## src/rtl/csrf_pkg.sv

```systemverilog
package csrf_pkg;
    localparam int XLEN   = 32;
    localparam int ADDR_W = 12;

    typedef logic [XLEN-1:0]   word_t;
    typedef logic [ADDR_W-1:0] addr_t;

    // register numbers
    localparam addr_t A_FFLAGS  = 12'h001;
    localparam addr_t A_FRM     = 12'h002;
    localparam addr_t A_FCSR    = 12'h003;
    localparam addr_t A_SSTATUS = 12'h100;
    localparam addr_t A_SIE     = 12'h104;
    localparam addr_t A_STVEC   = 12'h105;
    localparam addr_t A_SSCR    = 12'h140;
    localparam addr_t A_SEPC    = 12'h141;
    localparam addr_t A_SCAUSE  = 12'h142;
    localparam addr_t A_SBAD    = 12'h143;
    localparam addr_t A_SIP     = 12'h144;
    localparam addr_t A_MSTATUS = 12'h300;
    localparam addr_t A_MEDELEG = 12'h302;
    localparam addr_t A_MIDELEG = 12'h303;
    localparam addr_t A_MIE     = 12'h304;
    localparam addr_t A_MTVEC   = 12'h305;
    localparam addr_t A_UCNTEN  = 12'h320;
    localparam addr_t A_SCNTEN  = 12'h321;
    localparam addr_t A_MSCR    = 12'h340;
    localparam addr_t A_MEPC    = 12'h341;
    localparam addr_t A_MCAUSE  = 12'h342;
    localparam addr_t A_MBAD    = 12'h343;
    localparam addr_t A_MIP     = 12'h344;
    localparam addr_t A_CYCLE   = 12'hC00;
    localparam addr_t A_TIME    = 12'hC01;
    localparam addr_t A_INSTRET = 12'hC02;
    localparam addr_t A_ISA     = 12'hF10;
    localparam addr_t A_VENDOR  = 12'hF11;
    localparam addr_t A_ARCH    = 12'hF12;
    localparam addr_t A_IMPL    = 12'hF13;
    localparam addr_t A_HART    = 12'hF14;

    // status field positions
    localparam int ST_SIE  = 1;
    localparam int ST_MIE  = 3;
    localparam int ST_SPIE = 5;
    localparam int ST_MPIE = 7;
    localparam int ST_SPP  = 8;
    localparam int ST_MPP  = 11;
    localparam int ST_FS   = 13;
    localparam int ST_XS   = 15;
    localparam int ST_MPRV = 17;
    localparam int ST_PUM  = 18;
    localparam int ST_MXR  = 19;

    localparam word_t FS_MASK = word_t'(3) << ST_FS;
    localparam word_t XS_MASK = word_t'(3) << ST_XS;
    localparam word_t ST_WMASK =
        (word_t'(1) << ST_SIE) | (word_t'(1) << ST_MIE) | (word_t'(1) << ST_SPIE) |
        (word_t'(1) << ST_MPIE) | (word_t'(1) << ST_SPP) | (word_t'(3) << ST_MPP) |
        FS_MASK | (word_t'(1) << ST_MPRV) | (word_t'(1) << ST_PUM) | (word_t'(1) << ST_MXR);
    localparam word_t ST_SVIEW =
        (word_t'(1) << ST_SIE) | (word_t'(1) << ST_SPIE) | (word_t'(1) << ST_SPP) |
        FS_MASK | XS_MASK | (word_t'(1) << ST_PUM);

    // interrupt bit positions
    localparam int IRQ_SSW = 1;
    localparam int IRQ_MSW = 3;
    localparam int IRQ_STM = 5;
    localparam int IRQ_MTM = 7;
    localparam int IRQ_SEX = 9;
    localparam int IRQ_COP = 12;

    localparam word_t SW_PEND_MASK = (word_t'(1) << IRQ_SSW) | (word_t'(1) << IRQ_STM);
    localparam word_t DELEG_MASK   = SW_PEND_MASK | (word_t'(1) << IRQ_SEX) | (word_t'(1) << IRQ_COP);
    localparam word_t IE_MASK      = DELEG_MASK | (word_t'(1) << IRQ_MSW) | (word_t'(1) << IRQ_MTM);
    localparam word_t HW_PEND_MASK = (word_t'(1) << IRQ_MSW) | (word_t'(1) << IRQ_MTM) |
                                     (word_t'(1) << IRQ_SEX) | (word_t'(1) << IRQ_COP);

    typedef struct packed {
        word_t       mstatus;
        word_t       mip_sw;
        word_t       mip_hw;
        word_t       mie;
        word_t       mideleg;
        word_t       medeleg;
        word_t       mtvec;
        word_t       stvec;
        word_t       mepc;
        word_t       sepc;
        word_t       mscr;
        word_t       sscr;
        word_t       mcause;
        word_t       scause;
        word_t       mbad;
        word_t       sbad;
        logic [2:0]  ucnten;
        logic [2:0]  scnten;
        logic [4:0]  fflags;
        logic [2:0]  frm;
    } csr_state_t;

    function automatic logic st_dirty(input word_t st);
        return (st[ST_FS+1:ST_FS] == 2'b11) || (st[ST_XS+1:ST_XS] == 2'b11);
    endfunction
endpackage

```

## src/rtl/csrf_decode.sv

```systemverilog
module csrf_decode
    import csrf_pkg::*;
#(
    parameter bit HAS_FPU = 1'b1
) (
    input  addr_t addr,
    output logic  known
);
    always_comb begin
        unique case (addr)
            A_FFLAGS, A_FRM, A_FCSR: known = HAS_FPU;
            A_SSTATUS, A_SIE, A_STVEC, A_SSCR, A_SEPC, A_SCAUSE, A_SBAD, A_SIP,
            A_MSTATUS, A_MEDELEG, A_MIDELEG, A_MIE, A_MTVEC, A_UCNTEN, A_SCNTEN,
            A_MSCR, A_MEPC, A_MCAUSE, A_MBAD, A_MIP,
            A_CYCLE, A_TIME, A_INSTRET,
            A_ISA, A_VENDOR, A_ARCH, A_IMPL, A_HART: known = 1'b1;
            default: known = 1'b0;
        endcase
    end
endmodule

```

## src/rtl/csrf_status_merge.sv

```systemverilog
module csrf_status_merge
    import csrf_pkg::*;
#(
    parameter bit HAS_EXT = 1'b0
) (
    input  word_t cur,
    input  word_t wdata,
    input  logic  sview,
    output word_t nxt
);
    word_t wmask;
    word_t merged;

    generate
        if (HAS_EXT) begin : g_ext
            assign wmask = ST_WMASK | XS_MASK;
        end else begin : g_noext
            assign wmask = ST_WMASK;
        end
    endgenerate

    always_comb begin
        merged = sview ? ((cur & ~ST_SVIEW) | (wdata & ST_SVIEW)) : wdata;
        nxt    = (cur & ~wmask) | (merged & wmask);
    end
endmodule

```

## src/rtl/csrf_priv_regs.sv

```systemverilog
module csrf_priv_regs
    import csrf_pkg::*;
#(
    parameter bit          HAS_FPU      = 1'b1,
    parameter bit          HAS_EXT      = 1'b0,
    parameter logic [31:0] HART_ID      = 32'd0,
    parameter logic [31:0] ISA_EXT      = 32'h0000_112D,
    parameter logic [31:0] MTVEC_RESET  = 32'h0000_0100,
    parameter logic [31:0] MEDELEG_MASK = 32'h0000_0FFF
) (
    input  logic        clk,
    input  logic        rst_n,
    input  logic        wr_en,
    input  logic [11:0] wr_addr,
    input  logic [31:0] wr_data,
    input  logic [11:0] rd_addr,
    output logic [31:0] rd_data,
    output logic        rd_illegal,
    output logic        wr_illegal,
    input  logic [31:0] hw_pend,
    output logic [31:0] mstatus_o,
    output logic [31:0] mip_o,
    output logic [31:0] mie_o,
    output logic [31:0] mideleg_o,
    output logic [31:0] medeleg_o,
    output logic [31:0] mtvec_o,
    output logic [31:0] stvec_o
);
    localparam word_t ISA_VALUE = 32'h4000_0000 | ISA_EXT | (word_t'(1) << 18) | (word_t'(1) << 20);
    localparam word_t ALIGN4    = ~word_t'(3);

    csr_state_t s_q, s_d;
    logic  rd_known, wr_known, wr_ok;
    word_t st_next, mip_full, mst_rd, sst_rd;

    csrf_decode #(.HAS_FPU(HAS_FPU)) u_rd_dec (.addr(rd_addr), .known(rd_known));
    csrf_decode #(.HAS_FPU(HAS_FPU)) u_wr_dec (.addr(wr_addr), .known(wr_known));

    csrf_status_merge #(.HAS_EXT(HAS_EXT)) u_st_merge (
        .cur   (s_q.mstatus),
        .wdata (wr_data),
        .sview (wr_addr == A_SSTATUS),
        .nxt   (st_next)
    );

    assign wr_ok      = wr_known && (wr_addr[11:10] != 2'b11);
    assign wr_illegal = wr_en && !wr_ok;
    assign rd_illegal = !rd_known;
    assign mip_full   = s_q.mip_sw | s_q.mip_hw;
    assign mst_rd     = s_q.mstatus | {st_dirty(s_q.mstatus), 31'b0};
    assign sst_rd     = (s_q.mstatus & ST_SVIEW) | {st_dirty(s_q.mstatus), 31'b0};

    // next-state
    always_comb begin
        s_d        = s_q;
        s_d.mip_hw = hw_pend & HW_PEND_MASK;
        if (wr_en && wr_ok) begin
            unique case (wr_addr)
                A_FFLAGS:             s_d.fflags = wr_data[4:0];
                A_FRM:                s_d.frm    = wr_data[2:0];
                A_FCSR: begin
                    s_d.fflags = wr_data[4:0];
                    s_d.frm    = wr_data[7:5];
                end
                A_SSTATUS, A_MSTATUS: s_d.mstatus = st_next;
                A_SIE:     s_d.mie = ((s_q.mie & ~s_q.mideleg) | (wr_data & s_q.mideleg)) & IE_MASK;
                A_SIP:     s_d.mip_sw = ((mip_full & ~s_q.mideleg) | (wr_data & s_q.mideleg)) & SW_PEND_MASK;
                A_STVEC:   s_d.stvec   = wr_data & ALIGN4;
                A_MTVEC:   s_d.mtvec   = wr_data & ALIGN4;
                A_SSCR:    s_d.sscr    = wr_data;
                A_SEPC:    s_d.sepc    = wr_data;
                A_SCAUSE:  s_d.scause  = wr_data;
                A_SBAD:    s_d.sbad    = wr_data;
                A_MSCR:    s_d.mscr    = wr_data;
                A_MEPC:    s_d.mepc    = wr_data;
                A_MCAUSE:  s_d.mcause  = wr_data;
                A_MBAD:    s_d.mbad    = wr_data;
                A_MEDELEG: s_d.medeleg = wr_data & MEDELEG_MASK;
                A_MIDELEG: s_d.mideleg = wr_data & DELEG_MASK;
                A_MIE:     s_d.mie     = wr_data & IE_MASK;
                A_MIP:     s_d.mip_sw  = wr_data & SW_PEND_MASK;
                A_UCNTEN:  s_d.ucnten  = wr_data[2:0];
                A_SCNTEN:  s_d.scnten  = wr_data[2:0];
                default:   ;
            endcase
        end
    end

    always_ff @(posedge clk) begin
        if (!rst_n) begin
            s_q       <= '0;
            s_q.mtvec <= MTVEC_RESET & ALIGN4;
        end else begin
            s_q <= s_d;
        end
    end

    // read port
    always_comb begin
        rd_data = '0;
        if (rd_known) begin
            unique case (rd_addr)
                A_FFLAGS:  rd_data = {27'b0, s_q.fflags};
                A_FRM:     rd_data = {29'b0, s_q.frm};
                A_FCSR:    rd_data = {24'b0, s_q.frm, s_q.fflags};
                A_SSTATUS: rd_data = sst_rd;
                A_SIE:     rd_data = s_q.mie & s_q.mideleg;
                A_SIP:     rd_data = mip_full & s_q.mideleg;
                A_STVEC:   rd_data = s_q.stvec;
                A_SSCR:    rd_data = s_q.sscr;
                A_SEPC:    rd_data = s_q.sepc;
                A_SCAUSE:  rd_data = s_q.scause;
                A_SBAD:    rd_data = s_q.sbad;
                A_MSTATUS: rd_data = mst_rd;
                A_MEDELEG: rd_data = s_q.medeleg;
                A_MIDELEG: rd_data = s_q.mideleg;
                A_MIE:     rd_data = s_q.mie;
                A_MIP:     rd_data = mip_full;
                A_MTVEC:   rd_data = s_q.mtvec;
                A_UCNTEN:  rd_data = {29'b0, s_q.ucnten};
                A_SCNTEN:  rd_data = {29'b0, s_q.scnten};
                A_MSCR:    rd_data = s_q.mscr;
                A_MEPC:    rd_data = s_q.mepc;
                A_MCAUSE:  rd_data = s_q.mcause;
                A_MBAD:    rd_data = s_q.mbad;
                A_ISA:     rd_data = ISA_VALUE;
                A_HART:    rd_data = HART_ID;
                default:   rd_data = '0;
            endcase
        end
    end

    assign mstatus_o = mst_rd;
    assign mip_o     = mip_full;
    assign mie_o     = s_q.mie;
    assign mideleg_o = s_q.mideleg;
    assign medeleg_o = s_q.medeleg;
    assign mtvec_o   = s_q.mtvec;
    assign stvec_o   = s_q.stvec;
endmodule

```

## config.mk

```make
export PLATFORM = sky130hd
export DESIGN_NAME = csrf_priv_regs
export DESIGN_NICKNAME = d
export VERILOG_FILES = /design/src/rtl/csrf_pkg.sv /design/src/rtl/csrf_decode.sv /design/src/rtl/csrf_status_merge.sv /design/src/rtl/csrf_priv_regs.sv
export SDC_FILE = /design/constraint.sdc
export NUM_CORES = 1
export LEC_CHECK = 0
export BUFFER_PORTS_ARGS = -buffer_cell sky130_fd_sc_hd__buf_2
export CAP_MARGIN = 20
export CORE_MARGIN = 2
export CORE_UTILIZATION = 46
export CTS_CLUSTER_SIZE = 10
export DETAILED_ROUTE_END_ITERATION = 7
export GPL_ROUTABILITY_DRIVEN = 0
export PLACE_DENSITY = 0.73
export SYNTH_ARGS = -nofsm -noshare
export SYNTH_HDL_FRONTEND = slang
export SYNTH_SLANG_ARGS = --single-unit
```

## constraint.sdc

```tcl
create_clock -name clk -period 2.9 [get_ports clk]
set_input_delay 0.29 -clock clk [delete_from_list [all_inputs] [get_ports clk]]
set_output_delay 0.29 -clock clk [all_outputs]
set_load 0.005 [all_outputs]
```

==> results.md <==
* Worst EP required at 2.61 ns
* Detailed Routing Iterations Pass 1 at 6
* Yosys warns at 0
* Die area at 0.0440 mm^2
* DR WL/cell at 24.1 um
* Most common cell after layout, fill and taps aside: nand2_1
* Minimum clock period at 2.85 ns
* Final Max Tran Viols at 0
* IO buf count at 197
* Startpoint types: primary input
* Design area at 0.0216 mm^2
* Depth of the CTS H-tree at 2
* Nets at 2592
* Pin count of the biggest net entering global routing at 107
* CP Class: in2out
* Ys async rst share at 0%
* Initial Utilization at 46.5%
* Die H at 210 um
* Mean Syn Cell Area at 7.99 um^2
* Hpwl dp at 48.0 mm
* Fraction of layout cells with a size suffix above 1 at 17.3%
* Post-Place Cell Area at 0.0203 mm^2
* Number of core rows at 75
* Period utilization at 98.4%
* GRT Total Usage at 32.5%
* Leakage at 7.78 nW
* Dpl cells at 2991
* Skew final at 0.00286 ns
* Number of flops mapped to enable cells by yosys at 0
* Seq/Total Area, Yosys at 38.1%
* Yosys top cell area share at 38.1%
* Crit end category: output port
* DRC at 0
* Top cells by area, synth: dfxtp_1 38%, nand2_1 13%, a21boi_0 12%
* Worst Max-Slew Pin Slew at 0.839 ns
* Clk slew on worst S/H paths at 0.06 ns
* Status: finished, final reports clean
* Vias after detailed routing at 18704
* Flop and latch count out of synthesis at 370
* First-pass GRT wire length at 108 mm
* Post-Syn Instances at 2434
* Synth Flop Type: dfxtp_1
* Vias in the first global route at 17627
* Clock Tree Buf Depth at 3
* Peak Freq at 351 MHz
* IO Pins at 349
* Clk sinks at 370
* Core Box Area at 0.0419 mm^2
* Final WS setup at 0.0470 ns
* CTS tree: done
* Setup tns final at 0 ns
* Biggest area consumer among synthesized cells: dfxtp_1
* Maximum VDD drop at 0.000386 V
* Max-Cap Viols at 0
* Grt ovf at 0
* Area Overhead vs Synth at 11.0%
* Final Hold Fails at 0
* Tot Pwr at 10.6 mW
* Routed Antenna Nets at 0
* Worst reg2reg setup slack at 1.78 ns
* Clock root buffer: clkbuf_16
* Initial antenna violation count at 1
* CTS buffer count at 43
* Via density at 6.14
* Worst EP arrival at 2.56 ns
* Die X at 210 um
* Ant diodes at 0
* 1st-iter DRT viols at 2708
* Relative slew slack at 43.3%
* Hold crit path type: in2reg
* Pre-CTS setup slack at -0.0740 ns
* CP max FO at 21
* Skew-Pair Late Insertion Delay at 0.56 ns
* Worst hold margin at 0.0494 ns
* Distinct cells, synth at 72
* Post-layout util at 51.6%
* WL final at 73.5 mm
* Post-Layout Cell Count at 3048
* Cell Area, Synth at 0.0195 mm^2
* Final setup vio count at 0
* Unrepaired setup endpoints after global routing: no
* Power density cells at 492 mW/mm^2
* Most frequent cells in the layout: 690 x nand2_1, 370 x dfxtp_1, 320 x a21boi_0
[sequential cells by signal, indices dropped and copies added, names as in the netlist]
signal and count:
s_q 288, mtvec_o 30, stvec_o 30, mideleg_o 4, medeleg_o 12, mie_o 6
[kinds of logic after synthesis]
logic type	Yosys count	share of synthesized area (%)
buffers and inverters	436	13.2
multiplexers	80	4.20
AND/OR/NAND/NOR	965	22.2
flip-flops	370	38.1
AO/OA/AOI/OAI	580	22.2
other	1	0.0193
adder cells (fa/ha/maj)	1	0.0515
XOR/XNOR	1	0.0450
[area by class of cell]
cell class / count / area, um^2
clock buffers: 50 / 1130
well taps: 539 / 674
inverters: 3 / 11.3
multi-input cells: 1750 / 10100
repair buffers: 333 / 2240
fillers: 3892 / 20300
clock inverters: 3 / 55.1
flip-flops and latches: 370 / 7410
[critical path: stages]
cell      delay [ns]
clkbuf_4        0.25
buf_4           0.21
nor4b_4         0.66
buf_4           0.32
a22o_1          0.15
a221oi_1        0.05
o21ai_1         0.30
a221o_1         0.19
buf_2           0.12
[where the power goes]
part           internal (mW)  switching [mW]
clock network           2.73            2.14
logic                  0.209           0.440
registers               5.09         0.00634
total                   8.03            2.59
[worst paths after layout]
path	from	end	depth (start not counted)
worst max-delay path	rd_addr[2]	rd_data[26]	9
worst max register to register	mideleg_o[1]	mie_o[1]	5
worst min-delay path	wr_data[30]	s_q[76]	3
worst min register to register	s_q[158]	s_q[158]	2
[Yosys cell counts (all sizes together), types with 4 or more instances]
cell type,number
a21boi,324
a21oi,27
a221oi,14
a222oi,12
a22o,18
a22oi,64
a2bb2oi,5
a31oi,10
a32o,4
a32oi,11
and2,9
and3,5
buf,281
clkbuf,152
dfxtp,370
mux2,13
mux2i,67
nand2,690
nand3,50
nand3b,7
nand4,20
nor2,42
nor2b,44
nor3,30
nor3b,5
nor4,9
nor4b,11
nor4bb,8
o211ai,6
o21ai,31
o22ai,15
o2bb2ai,4
o311ai,6
or4,7
or4b,7
[what timing repair did]
item | CTS | global route
resized for setup | 1 | 6
hold endpoints to repair | 4 | 0
setup buffers | 0 | 0
pin swaps | 0 | 1
hold buffers | 4 | 0
setup endpoints to repair | 4 | 7
[layer usage]
layer,vias up,wire [um],GRT usage [%]
li1,8118,-,-
met1,8832,27100,41.0
met2,1427,31700,50.1
met3,325,9850,8.23
met4,2,4800,19.2
met5,-,13,0
No activity file was read; power rests on OpenSTA's default activity.
